--- config.mk ---
export PLATFORM = sky130hd
export DESIGN_NAME = julia_const_seq
export DESIGN_NICKNAME = d
export VERILOG_FILES = /design/src/rtl/jc_pkg.sv /design/src/rtl/jc_angle_step.sv /design/src/rtl/jc_cordic_core.sv /design/src/rtl/jc_quad_fix.sv /design/src/rtl/julia_const_seq.sv
export SDC_FILE = /design/constraint.sdc
export NUM_CORES = 1
export LEC_CHECK = 0
export ABC_CLOCK_PERIOD_IN_PS = 15650
export BUFFER_PORTS_ARGS = -buffer_cell sky130_fd_sc_hd__clkbuf_2
export CORE_ASPECT_RATIO = 0.8
export CORE_UTILIZATION = 30
export DETAILED_ROUTE_END_ITERATION = 12
export PLACE_DENSITY = 0.53
export SYNTH_ARGS = -nofsm -noshare
export SYNTH_HDL_FRONTEND = slang
export SYNTH_SLANG_ARGS = --single-unit
export TNS_END_PERCENT = 50
--- constraint.sdc ---
create_clock -name clk -period 15.65 [get_ports clk]
set_clock_uncertainty 0.05 [all_clocks]
set_input_delay 1.565 -clock clk [delete_from_list [all_inputs] [get_ports clk]]
set_output_delay 1.565 -clock clk [all_outputs]
set_load 0.02 [all_outputs]
--- src/rtl/jc_pkg.sv ---
package jc_pkg;
    // Output format: signed 4.12
    localparam int DW      = 16;
    localparam int FRAC    = 12;
    // Internal datapath keeps extra guard bits
    localparam int GUARD   = 2;
    localparam int IW      = DW + GUARD;
    // Angle: radians with ZFRAC fraction bits
    localparam int ZFRAC   = 16;
    localparam int ZW      = 20;
    localparam int ITERS   = 14;
    localparam int CW      = $clog2(ITERS);
    localparam int STEPS   = 72;
    localparam int QSTEPS  = STEPS / 4;
    localparam int IDX_W   = $clog2(STEPS);
    // 5 degrees in radians, scaled by 2^ZFRAC
    localparam int STEP_RAD = 5719;
    // 1/K for 14 iterations, scaled by 2^(FRAC+GUARD)
    localparam int INV_GAIN = 9949;

    typedef logic signed [DW-1:0] dat_t;
    typedef logic signed [IW-1:0] int_t;
    typedef logic signed [ZW-1:0] ang_t;
    typedef logic [IDX_W-1:0]     idx_t;

    typedef struct packed {
        dat_t re;
        dat_t im;
    } pt_t;

    // arctan(2^-i) scaled by 2^ZFRAC
    function automatic ang_t atan_step(input logic [CW-1:0] i);
        case (i)
            4'd0:    return ang_t'(51472);
            4'd1:    return ang_t'(30386);
            4'd2:    return ang_t'(16055);
            4'd3:    return ang_t'(8150);
            4'd4:    return ang_t'(4091);
            4'd5:    return ang_t'(2047);
            default: return ang_t'(20'sd1 <<< (ZFRAC - int'(i)));
        endcase
    endfunction

    // Drop guard bits with round-half-up
    function automatic dat_t to_out(input int_t v);
        int_t t;
        t = v + int_t'(1 << (GUARD - 1));
        t = t >>> GUARD;
        return dat_t'(t);
    endfunction
endpackage

--- src/rtl/jc_angle_step.sv ---
module jc_angle_step
    import jc_pkg::*;
(
    input  logic       clk,
    input  logic       rst,
    input  logic       adv,
    output idx_t       idx,
    output idx_t       idx_nxt,
    output ang_t       phi_nxt,
    output logic [1:0] quad
);
    logic [IDX_W-1:0] rem_nxt;

    assign idx_nxt = (idx == idx_t'(STEPS - 1)) ? '0 : idx + idx_t'(1);
    assign rem_nxt = idx_t'(idx_nxt % idx_t'(QSTEPS));
    assign phi_nxt = ang_t'(rem_nxt) * ang_t'(STEP_RAD);
    assign quad    = 2'(idx / idx_t'(QSTEPS));

    always_ff @(posedge clk) begin
        if (rst)      idx <= '0;
        else if (adv) idx <= idx_nxt;
    end

    AST_IDX_RANGE: assert property (@(posedge clk) disable iff (rst)
        idx < idx_t'(STEPS)) else $error("index out of range");
endmodule

--- src/rtl/jc_cordic_core.sv ---
module jc_cordic_core
    import jc_pkg::*;
(
    input  logic clk,
    input  logic rst,
    input  logic start,
    input  ang_t phi,
    output logic done,
    output int_t xo,
    output int_t yo
);
    logic [CW-1:0] cnt;
    logic          run;
    ang_t          z;
    int_t          xs, ys;

    assign xs = xo >>> cnt;
    assign ys = yo >>> cnt;

    always_ff @(posedge clk) begin
        if (rst) begin
            run  <= 1'b0;
            done <= 1'b0;
            cnt  <= '0;
            xo   <= '0;
            yo   <= '0;
            z    <= '0;
        end else begin
            done <= 1'b0;
            if (start) begin
                xo  <= int_t'(INV_GAIN);
                yo  <= '0;
                z   <= phi;
                cnt <= '0;
                run <= 1'b1;
            end else if (run) begin
                if (z >= 0) begin
                    xo <= xo - ys;
                    yo <= yo + xs;
                    z  <= z - atan_step(cnt);
                end else begin
                    xo <= xo + ys;
                    yo <= yo - xs;
                    z  <= z + atan_step(cnt);
                end
                if (cnt == CW'(ITERS - 1)) begin
                    run  <= 1'b0;
                    done <= 1'b1;
                end else begin
                    cnt <= cnt + 1'b1;
                end
            end
        end
    end

    AST_CNT_BOUND: assert property (@(posedge clk) disable iff (rst)
        run |-> (cnt < CW'(ITERS))) else $error("iteration count overrun");
    AST_DONE_ENDS_RUN: assert property (@(posedge clk) disable iff (rst)
        done |-> !run) else $error("done while still rotating");
endmodule

--- src/rtl/jc_quad_fix.sv ---
module jc_quad_fix
    import jc_pkg::*;
(
    input  logic [1:0] quad,
    input  int_t       xi,
    input  int_t       yi,
    output pt_t        pt
);
    int_t re_i, im_i;

    always_comb begin
        unique case (quad)
            2'd0: begin re_i =  xi; im_i =  yi; end
            2'd1: begin re_i = -yi; im_i =  xi; end
            2'd2: begin re_i = -xi; im_i = -yi; end
            default: begin re_i =  yi; im_i = -xi; end
        endcase
        pt.re = to_out(re_i);
        pt.im = to_out(im_i);
    end
endmodule

--- src/rtl/julia_const_seq.sv ---
module julia_const_seq
    import jc_pkg::*;
(
    input  logic             clk,
    input  logic             rst,
    input  logic             next_req,
    output logic [DW-1:0]    c_re,
    output logic [DW-1:0]    c_im,
    output logic             c_valid,
    output logic [IDX_W-1:0] angle_idx
);
    logic       busy, accept, done;
    idx_t       idx, idx_nxt;
    ang_t       phi_nxt;
    logic [1:0] quad;
    int_t       xr, yr;
    pt_t        pt_fix, pt_q;

    assign accept = next_req && !busy;

    jc_angle_step u_step (
        .clk(clk), .rst(rst), .adv(accept),
        .idx(idx), .idx_nxt(idx_nxt), .phi_nxt(phi_nxt), .quad(quad)
    );

    jc_cordic_core u_core (
        .clk(clk), .rst(rst), .start(accept), .phi(phi_nxt),
        .done(done), .xo(xr), .yo(yr)
    );

    jc_quad_fix u_fix (
        .quad(quad), .xi(xr), .yi(yr), .pt(pt_fix)
    );

    always_ff @(posedge clk) begin
        if (rst) begin
            busy    <= 1'b0;
            c_valid <= 1'b0;
            pt_q    <= '0;
        end else if (accept) begin
            busy    <= 1'b1;
            c_valid <= 1'b0;
        end else if (done) begin
            busy    <= 1'b0;
            c_valid <= 1'b1;
            pt_q    <= pt_fix;
        end
    end

    assign c_re      = pt_q.re;
    assign c_im      = pt_q.im;
    assign angle_idx = idx;

    AST_IDX_STEP: assert property (@(posedge clk) disable iff (rst)
        (next_req && !busy && angle_idx != idx_t'(STEPS - 1)) |=> (angle_idx == $past(angle_idx) + idx_t'(1)))
        else $error("index did not step");
    AST_IDX_WRAP: assert property (@(posedge clk) disable iff (rst)
        (next_req && !busy && angle_idx == idx_t'(STEPS - 1)) |=> (angle_idx == '0))
        else $error("index did not wrap");
    AST_BUSY_HOLD: assert property (@(posedge clk) disable iff (rst)
        busy |=> $stable(angle_idx)) else $error("index moved mid-computation");
    AST_VALID_LOW_BUSY: assert property (@(posedge clk) disable iff (rst)
        busy |-> !c_valid) else $error("valid during computation");
    AST_OUT_STABLE: assert property (@(posedge clk) disable iff (rst)
        (c_valid && !next_req) |=> ($stable(c_re) && $stable(c_im) && c_valid))
        else $error("outputs changed while idle");
endmodule

* Yosys cells after proc, flatten, opt, wreduce, memory -nomap -nowiden
Cells that the tools add are included.
** Operators by class
- Bitwise logic cells :: 3
- Multiply operators :: 1
- Reductions and logical operators :: 10
- Shift-type cells :: 3
- Equal/unequal tests :: 9
- Order comparisons :: 1
- Div/mod/pow operators :: 2
- Muxes and demuxes :: 25
- Add/sub/neg operators :: 13
** Operator list (count)
- 2-to-1 mux 20 bit :: 11
- case mux 20 bit (6 select lines) :: 1
- case mux 18 bit (3 select lines) :: 2
- adder 18 bit :: 2
- adder 18 x 3 -> 18 bit (second input constant) :: 2
- 2-to-1 mux 18 bit :: 2
- negation 18 bit :: 2
- >>> shifter 18 x 4 -> 18 bit :: 2
- subtractor 18 bit :: 2
- <<< shifter 2 x 32 -> 20 bit (first input constant) :: 1
- 2-to-1 mux 14 bit :: 2
- adder 20 bit :: 1
- >= comparator 20 x 1 -> 1 bit (second input constant) :: 1
- multiplier 7 x 13 -> 20 bit (second input constant) :: 1
- subtractor 20 bit :: 1
- equality test 4 x 2 -> 1 bit (second input constant) :: 2
- equality test 4 x 3 -> 1 bit (second input constant) :: 2
- adder 7 x 1 -> 7 bit (second input constant) :: 1
- divider 7 x 5 -> 7 bit (second input constant) :: 1
- equality test 7 bit (second input constant) :: 1
- remainder unit 7 x 5 -> 7 bit (second input constant) :: 1
- 2-to-1 mux 7 bit :: 1
- 2-to-1 mux 1 bit :: 6
- subtractor 5 x 4 -> 6 bit (first input constant) :: 1
- other kinds (14) :: 18
** Storage, ports and cells
- Register bits :: 103
- Output and inout port bits :: 40
- Word-level logic and storage cells :: 79
- Input bits :: 3

* Longest topological paths before layout
Gate-level depths: netlist of the first run.
- Depth in word-level cells :: 11
- Depth in mapped cells :: 38
- Gate-level depth less buffers :: 37

* By module
A second synthesis of the first run with hierarchy kept.
** Second synthesis, totals
- Cell total of the unflattened synthesis :: 1858
- Area, all modules :: 14868.0 um2
** Modules (own cells, without submodules)
- jc_cordic_core :: cells an instance 1029, instances 1, area each 8066.5 um2, sequential area each 1241.2 um2
- jc_angle_step :: cells an instance 334, instances 1, area each 2860.2 um2, sequential area each 140.1 um2
- jc_quad_fix :: cells an instance 340, instances 1, area each 2363.5 um2, sequential area each 0.0 um2
- julia_const_seq :: cells an instance 155, instances 1, area each 1577.8 um2, sequential area each 680.7 um2

* Least setup slack after synthesis of the first run
Ideal clock, no wire load.
- Path kind :: register to register
- Start point :: register u_step.idx[1]
- End point :: register u_core.z[19]
- Slack :: 6.449 ns
- Path buffers :: 0
- Data required time :: 15.514 ns
- Cell stages (with the launch flop) :: 37
- Setup time :: 0.086 ns
- Clock period less this slack :: 9.201 ns
- Data arrival time :: 9.065 ns
- Cell sequence :: dfxtp_1 ha_1 nand2_1 nor4_2 o21ai_0 a221o_1 inv_1 ha_1 a21boi_0 o31ai_1 a211o_1 o21a_1 nor2_1 xnor2_1 ha_1 o21ai_0 a211oi_1 a31oi_1 ha_1 inv_1 ha_1 inv_1 fa_1 inv_1 fa_1 fa_1 ha_1 a21o_1 a2bb2oi_1 a221oi_1 o21ai_0 a21boi_0 or4_1 and3_1 a2111oi_0 xor2_1 a211oi_1
** On the way
- Cells in the longest elaborated chain, start to end :: 5
- Elaborated cells between the ends (all ways) :: 6
- Classes of those cells :: add/sub (1); mul (1); div (1); eq/ne (1); mux (2)
** Ends and longest elaborated chain
- from (decl) :: RTL line jc_angle_step.sv:7 : output idx_t idx,
- from (signal assigned) :: RTL line jc_angle_step.sv:21 : else if (adv) idx <= idx_nxt;
- adder 7 x 1 -> 7 bit / equality test 7 bit (equally long branches) :: RTL line jc_angle_step.sv:14 : assign idx_nxt = (idx == idx_t'(STEPS - 1)) ? '0 : idx + idx_t'(1);
- 2-to-1 mux 7 bit (*) :: RTL line jc_angle_step.sv:14
- remainder unit 7 x 5 -> 7 bit (*) :: RTL line jc_angle_step.sv:15 : assign rem_nxt = idx_t'(idx_nxt % idx_t'(QSTEPS));
- multiplier 7 x 13 -> 20 bit (*) :: RTL line jc_angle_step.sv:16 : assign phi_nxt = ang_t'(rem_nxt) * ang_t'(STEP_RAD);
- 2-to-1 mux 20 bit (*) :: RTL line jc_cordic_core.sv:30 : if (start) begin
- to (signal assigned) :: RTL line jc_cordic_core.sv:33 : z <= phi;
- to (signal assigned) :: RTL line jc_cordic_core.sv:40 : z <= z - atan_step(cnt);
- to (signal assigned) :: RTL line jc_cordic_core.sv:44 : z <= z + atan_step(cnt);
- to (decl) :: RTL line jc_cordic_core.sv:14 : ang_t z;
Mark *: on every way between the ends. The rest lies on a longest branch, timed or not.
A chain may end at the register's enable or synchronous reset.

* Final worst setup path of the first run
- Start point :: register u_step.idx[4]
- End point :: register u_core.z[19]
Same word-level chain as after synthesis.

==> results of run 1 <==
routing by layer:
layer / vias to the layer above / track usage, % / part of all wire [%] / wire length [um]
li1: 7078 / - / - / -
met1: 6962 / 28.6 / 51 / 24300
met2: 548 / 25.9 / 40 / 18800
met3: 44 / 3.62 / 7.6 / 3620
met4: 0 / 4.68 / 1.6 / 770
met5: - / 0 / 0 / 0
sequential cells by signal, summed over array words and instances (netlist names):
register and flops:
busy 1, u_core.xo 18, u_core.cnt 4, u_core.z 20, c_im 16, c_re 16
u_core.yo 18, u_core.done 1, c_valid 1, u_core.run 1, u_step.idx 7
path summary, 6_finish.rpt:
check,startpoint,to,slack (ns),depth (start not counted)
setup / recovery,u_step.idx[4],u_core.z[19],4.90,36
hold / removal,c_re[15],c_re[15],0.40,2
setup reg to reg,u_step.idx[4],u_core.z[19],4.90,36
hold reg to reg,c_re[15],c_re[15],0.40,2
final cells by class:
| class | instances | area share [%] |
|---|---|---|
| clock buffers | 10 | 1.51 |
| clock inverters | 6 | 0.332 |
| inverters | 84 | 1.99 |
| multi-input cells | 1626 | 75.6 |
| flip-flops and latches | 103 | 13.1 |
| well taps | 629 | 4.97 |
| repair buffers | 67 | 2.52 |
cell families after synthesis:
logic type	count (synthesis)	synth area share [%]
mux	100	9.83
simple gates	655	22.0
buf+inv	217	5.95
flops	103	13.8
compound gates	574	26.0
xor+xnor	146	8.58
fa+ha+maj	151	13.8
worst reg2reg max path, delay by kind of cell, from the launching register on:
kind                     cells  cell delay, ns
AND/OR/NAND/NOR              4            0.98
XOR/XNOR                     4            0.91
buffers and inverters        5            0.75
adder cells (fa/ha/maj)      8            2.85
AO/OA/AOI/OAI               15            4.25
flip-flops                   1            0.83
cell usage after synthesis (all sizes together) (16+ instances only):
library cell  number  area (um^2)
o22ai             16          106
o21a              34          255
and3              18          113
o211ai            16          125
inv               83          312
buf               44          236
and2              23          144
nor3              72          365
a21o              28          210
a21oi            140          704
fa                22          440
nor2b             19          119
nor4              21          156
nand3             40          200
dfxtp            103         2060
or3               27          169
o21ai            119          596
nand2b            30          188
ha               129         1610
nand2            150          563
clkbuf            89          334
mux2i             51          514
or2               18          113
a31oi             21          131
mux4              35          792
xor2              44          385
a211oi            48          360
xnor2            102          893
nor2             180          681
report_power, final:
group | total (mW) | internal [mW] | leakage, nW | switching (mW)
combinational | 0.626 | 0.272 | 5.29 | 0.354
clock | 0.242 | 0.115 | 0.144 | 0.127
sequential | 0.332 | 0.281 | 0.841 | 0.0510
total | 1.20 | 0.668 | 6.28 | 0.532
per-stage QoR:
| stage | instance area, um^2 | utilization (%) | hold slack, ns | instances |
|---|---|---|---|---|
| finish | 15800 | 32.5 | 0.401 | 2525 |
| global route | 15800 | 32.5 | 0.427 | 2525 |
| CTS | 15800 | 32.5 | 0.408 | 2525 |
| detailed placement | 15500 | 31.9 | 0.396 | 2509 |
| global placement | 15500 | 31.9 | 0.391 | 2509 |
| floorplan | 14900 | - | 0.408 | 1946 |
==> results.toml, run 1 <==
[synthesis]
synth-seq-cells = 103
syn_nets = 2100
synth-edff-count = 0
seq_area_frac_synth_pct = 13.8
ys_async_sr_fraction_pct = 0
synth_ff_type = "dfxtp_1"
netlist_area_um2 = 14900
syn_inst = 1946
synth_warnings = 0
yosysUniqueCellTypes = 98
synth.avg_cell_area_um2 = 7.65

[flow_run]
cap_violations = 0

[power_and_ir_drop]
leakage_nw = 6.28
ir_drop_uv = 55.0
p_per_area_nw_per_um2 = 75.9
finalPower_mw = 1.20

[clock_tree]
post_cts_buffers = 0
holdBufCountCts = 0
path_clk_slew_ns = 0.08
clockBufferDepth = 2
cts_tree = "built"
cts.htree.levels = 3
clock-sinks = 103
cts_root_buffer = "clkbuf_16"
cts_resized = 0
cts_made_buffers = 9
clock_latency_ns = 0.39

[placed_design]
dp_slack_ns = 5.04
dpl.hpwl_um = 35300
numPortBuffers = 42
place.gp.congestion = 0.884

[critical_path]
path_buf_inv = 5
critPathTopFamily = "compound AO/OA/AOI/OAI gates"
crit_path_max_incr_delay_ns = 0.83
cp.arrival_ns = 11.01
required_ns = 15.91
cp-end-kind = "flip-flop"
path_class = "reg2reg"
critical_path.startpoint_type = "flip-flop"
crit_fanout = 24
crit_path_frequent_cell = "ha_1"
cp_slowest_cell = "dfxtp_1"

[sta]
max_freq_ghz = 0.0930
post-route-period-util_pct = 68.7
hold_viol = 0
rsz0062_at_grt = "false"
max-slew-margin-rel_pct = 19.3
setup_ws_ns = 4.90
period_needed_ns = 10.75
slew_viol_final = 0
setup-tns-final_ns = 0
setup_viol = 0
tightest_slew_ns = 1.19

[floorplanning]
die-width_um = 251
die_h_um = 201
design.core.area_um2 = 48600
fp.dieArea_um2 = 50600
start_util_pct = 30.6
io_pins = 43
rows = 72

[drt]
drt-total-wl_um = 47400
detail_route.wl_per_cell_um = 18.8
routed-via-count = 14632
drtAntennaViolNets = 0
viasPerCell = 5.79
drc_errors = 0
drt-pass1-iter-count = 6
drt_iter0_drc = 1361

[global_route]
antenna_found_initial = 1
gr-total-overflow = 0
grt_pass1_wl_um = 75900
grt_usage_pct = 18.6
grt_pass1_vias = 13420
grt_max_degree = 71

[layout]
seq_area_um2 = 2070
antenna_cells = 0
final_cell_mix = "nor2_1, nand2_1, a21oi_1"
areaGrowthSynthToFinish_pct = 6.21
final_common_cell = "nor2_1"
num-nets-final = 2045
multi_input_area_um2 = 12000
drive_above_1_share_pct = 10.1
nFillCells = 5261

[hold_path]
hold_path.class = "reg2reg"

[run_status]
status = "completed"
(Power assumes the default switching activity.)
==> inputs of run 2 (changes only) <==
- ABC_CLOCK_PERIOD_IN_PS: 15650 -> 9360
- PLACE_DENSITY: 0.53 -> 0.55
- clock period: 15.65 -> 9.36 ns (I/O delays scaled with it)
==> run 2 against run 1 <==
Net effect:
- cell count increased by 1.0%
- non-clock buffer count grew 26
- via count grew 0.99%
- critical path type unchanged
- largest cell class unchanged
==> results.toml, run 2 (same netlist as run 1, synthesis figures left out) <==
[sta]
setup_viol = 0
whs_ns = 0.406
setup-tns-final_ns = 0
max_freq_ghz = 0.113
slew_viol_final = 0
tightest_slew_ns = 1.16
period_needed_ns = 8.82
max-slew-margin-rel_pct = 21.4
post-route-period-util_pct = 94.3
hold_viol = 0

[drt]
drtAntennaViolNets = 0
drt-total-wl_um = 47700
detail_route.wl_per_cell_um = 18.7
routed-via-count = 14777
drt-pass1-iter-count = 6
viasPerCell = 5.79
drc_errors = 0
drt_iter0_drc = 1415

[layout]
largest_register_ffs = 20
antenna_cells = 0
final_common_cell = "nor2_1"
final_cell_mix = "nor2_1, nand2_1, a21oi_1"
drive_above_1_share_pct = 11.9
top_register = "u_core.z"
largest_registers = "u_core.z x20, u_core.xo x18, u_core.yo x18"
num-nets-final = 2071
areaGrowthSynthToFinish_pct = 8.35

[clock_tree]
cts.htree.levels = 3
clock_latency_ns = 0.39
cts_tree = "built"
holdBufCountCts = 0
clockBufferDepth = 2
cts_root_buffer = "clkbuf_16"
clock-sinks = 103
path_clk_slew_ns = 0.08
cts_made_buffers = 9

[floorplanning]
rows = 72
fp.dieArea_um2 = 50600
die-width_um = 251
die_h_um = 201
io_pins = 43
design.core.area_um2 = 48600
start_util_pct = 30.6

[power_and_ir_drop]
p_per_area_nw_per_um2 = 128
ir_drop_uv = 89.9
leakage_nw = 6.44

[critical_path]
cp.arrival_ns = 9.08
required_ns = 9.61
critical_path.startpoint_type = "flip-flop"
cp-end-kind = "flip-flop"
crit_path_max_incr_delay_ns = 0.53
cp_slowest_cell = "fa_1"
path_class = "reg2reg"
crit_path_frequent_cell = "ha_1"
crit_fanout = 6

[global_route]
grt_pass1_vias = 13619
grt_max_degree = 52
grt_pass1_wl_um = 76200
gr-total-overflow = 0
antenna_found_initial = 0
grt_usage_pct = 18.7

[flow_run]
cap_violations = 0

[placed_design]
place.gp.congestion = 0.889
dpl.hpwl_um = 35300
numPortBuffers = 42

[run_status]
status = "completed"

[hold_path]
hold_path.class = "reg2reg"
[run 2: changes by cell type in the layout (fill, tap and decap cells not counted), sizes merged]
cell,delta
inv,-3
bufinv,+3
buf,+26
[run 2: final cells by class]
class / count / area (um^2)
clock buffers: 10 / 229
clock inverters: 6 / 109
fillers: 5202 / 32500
inverters: 84 / 315
multi-input cells: 1626 / 12000
flip-flops and latches: 103 / 2070
well taps: 629 / 787
repair buffers: 93 / 597
[run 2: through the flow]
step                      setup slack, ns  utilization [%]  cell area (um^2)  cells  power [mW]
final                               0.535             33.2             16100   2551        2.06
after global routing              -0.0430             33.2             16100   2551        2.22
after CTS                          0.0499             33.1             16100   2549        2.07
after detailed placement           -0.412             32.3             15700   2533        1.59
after global placement             -0.111             32.3             15700   2533        1.57
after floorplan                     0.159                -             14900   1946        1.37
[run 2: final timing paths]
check | from | end | slack, ns | depth (start not counted)
setup / recovery | u_step.idx[0] | u_core.z[19] | 0.54 | 38
hold / removal | c_re[15] | c_re[15] | 0.41 | 2
setup reg to reg | u_step.idx[0] | u_core.z[19] | 0.54 | 38
hold reg to reg | c_re[15] | c_re[15] | 0.41 | 2
[run 2: per-layer routing]
layer / share of wire (%) / GRT usage, % / vias to the layer above
met1: 50 / 28.2 / 7077
met3: 7.6 / 3.30 / 34
li1: - / - / 7134
met5: 0 / 0 / -
met4: 0.99 / 3.18 / 0
met2: 42 / 27.5 / 532
[run 2: report_power, final]
part / internal [mW] / leakage (nW) / total, mW / switching, mW
registers: 0.469 / 0.842 / 0.562 / 0.0924
logic: 0.455 / 5.43 / 1.04 / 0.581
clock network: 0.262 / 0.166 / 0.463 / 0.201
total: 1.19 / 6.44 / 2.06 / 0.875
[run 2: critical path: cells and delay by family, from the launching register on]
kind	cells	cell delay, ns
buf+inv	5	0.43
compound gates	15	3.28
fa+ha+maj	9	2.99
flops	1	0.39
xor+xnor	3	0.41
simple gates	6	1.18
[run 2: what timing repair did]
item,4_1_cts,5_1_grt
pin swaps,1,4
hold endpoints to repair,0,0
endpoints found under the setup margin,2,4
resized for setup,9,13
setup buffers,0,2
==> inputs of run 3 (changes only) <==
- CORE_MARGIN: default -> 5
- SETUP_SLACK_MARGIN: default -> 0.1
==> run 3 against run 2 <==
Net effect:
- critical path depth fell by 1
- sequential share of layout area barely moved
- critical path type unchanged
- critical endpoint unchanged
- highest routed layer unchanged
- combinational power barely moved
- sequential cell count did not move
==> results.toml, run 3 (same netlist as run 1, synthesis figures left out) <==
[layout]
largest_register_ffs = 20
finalNonFillerCells = 2592
num-nets-final = 2066
antenna_cells = 0
areaGrowthSynthToFinish_pct = 8.43
drive_above_1_share_pct = 12.1
nFillCells = 5230
final_cell_mix = "nor2_1, nand2_1, a21oi_1"
top_register = "u_core.z"
final_common_cell = "nor2_1"
utilization_pct = 32.7
largest_registers = "u_core.z x20, u_core.xo x18, u_core.yo x18"

[power_and_ir_drop]
swShare_pct = 43.4
leakage_nw = 6.41
pwr-share-clk_pct = 20.5
internal_power_mw = 1.14
finalPower_mw = 2.02
p_comb_share_pct = 51.7
p_per_area_nw_per_um2 = 125
switchingPower_uw = 875
ir_drop_uv = 93.6
seqPwrFrac_pct = 27.8

[global_route]
antenna_found_initial = 1
grt_pass1_vias = 13848
grt_max_degree = 71
grt_usage_pct = 17.1
gr-total-overflow = 0
grt_pass1_wl_um = 76700

[sta]
slew_viol_final = 0
tightest_slew_ns = 1.12
setup_viol = 0
hold_viol = 0
setup-tns-final_ns = 0
max-slew-margin-rel_pct = 25.6
post-route-period-util_pct = 92.9
period_needed_ns = 8.70
max_freq_ghz = 0.115
rsz0062_at_grt = "false"

[hold_path]
hold_path.class = "reg2reg"

[placed_design]
dpl.hpwl_um = 35000
dp.cells = 2575
numPortBuffers = 42
place.gp.congestion = 0.867

[clock_tree]
path_clk_slew_ns = 0.08
cts_made_buffers = 9
clockBufferDepth = 2
cts_root_buffer = "clkbuf_16"
cts_tree = "built"
holdBufCountCts = 0
clock_latency_ns = 0.38
clock-sinks = 103
cts.htree.levels = 3

[floorplanning]
rows = 73
design.core.area_um2 = 49400
die-width_um = 259
fp.dieArea_um2 = 54200
start_util_pct = 30.1
die_h_um = 209
io_pins = 43

[critical_path]
crit_path_frequent_cell = "inv_1"
cp.arrival_ns = 8.95
path_class = "reg2reg"
required_ns = 9.61
critPathTopFamily = "compound AO/OA/AOI/OAI gates"
cp-end-kind = "flip-flop"
cp_slowest_cell = "fa_1"
path_buf_inv = 4
crit_path_max_incr_delay_ns = 0.52
critical_path.startpoint_type = "flip-flop"
crit_fanout = 6

[drt]
drt-total-wl_um = 47500
drtAntennaViolNets = 0
viasPerCell = 5.73
detail_route.wl_per_cell_um = 18.3
drc_errors = 0
drt-pass1-iter-count = 6
routed-via-count = 14851
drt_iter0_drc = 1225

[run_status]
status = "completed"

[flow_run]
cap_violations = 0
[run 3: power by group through the flow]
| stage | Clock [mW] | Combinational [mW] | Sequential (mW) |
|---|---|---|---|
| finish | 0.414 | 1.04 | 0.561 |
| global route | 0.442 | 1.17 | 0.565 |
| CTS | 0.430 | 1.03 | 0.555 |
| detailed placement | 0 | 1.02 | 0.565 |
| global placement | 0 | 1.01 | 0.564 |
| floorplan | 0 | 0.866 | 0.500 |
[run 3: routing by layer]
metal	global-route usage, %	share of wire (%)	wire length, um	vias up
met4	3.33	1.4	688	0
met3	3.67	8.1	3840	54
li1	-	-	-	7117
met1	26.2	50	23500	7093
met2	24.6	41	19500	587
met5	0	0	0	-
[run 3: final cells by class]
type | count | area (um^2) | area share, %
multi-input cells | 1626 | 12100 | 74.7
flip-flops and latches | 103 | 2070 | 12.8
well taps | 675 | 845 | 5.23
repair buffers | 88 | 556 | 3.44
inverters | 84 | 315 | 1.95
clock buffers | 11 | 243 | 1.50
clock inverters | 5 | 56.3 | 0.349
[run 3: worst paths after layout]
| path | from | to | slack, ns | cells past startpoint |
|---|---|---|---|---|
| setup / recovery | u_step.idx[0] | u_core.z[19] | 0.66 | 37 |
| hold / removal | c_im[11] | c_im[11] | 0.41 | 2 |
| setup reg to reg | u_step.idx[0] | u_core.z[19] | 0.66 | 37 |
| hold reg to reg | c_im[11] | c_im[11] | 0.41 | 2 |
[run 3: repair_timing]
action,4_1_cts,5_1_grt
gates resized for setup,9,21
endpoints found under the hold margin,0,0
setup buffers,0,1
gates cloned,0,0
endpoints found under the setup margin,2,4
pin swaps,1,8
[run 3: worst min-delay path, stage by stage (launching register included)]
cell,delay [ns]
dfxtp_1,0.32
nand3_1,0.06
nand2_1,0.05
[run 3: stage by stage]
stage / instance area, um^2 / worst slack (ns) / hold WS [ns]
floorplan: 14900 / 0.159 / 0.408
global placement: 15700 / -0.137 / 0.390
detailed placement: 15700 / -0.314 / 0.400
CTS: 16100 / 0.126 / 0.417
global route: 16200 / 0.0968 / 0.434
finish: 16200 / 0.664 / 0.411
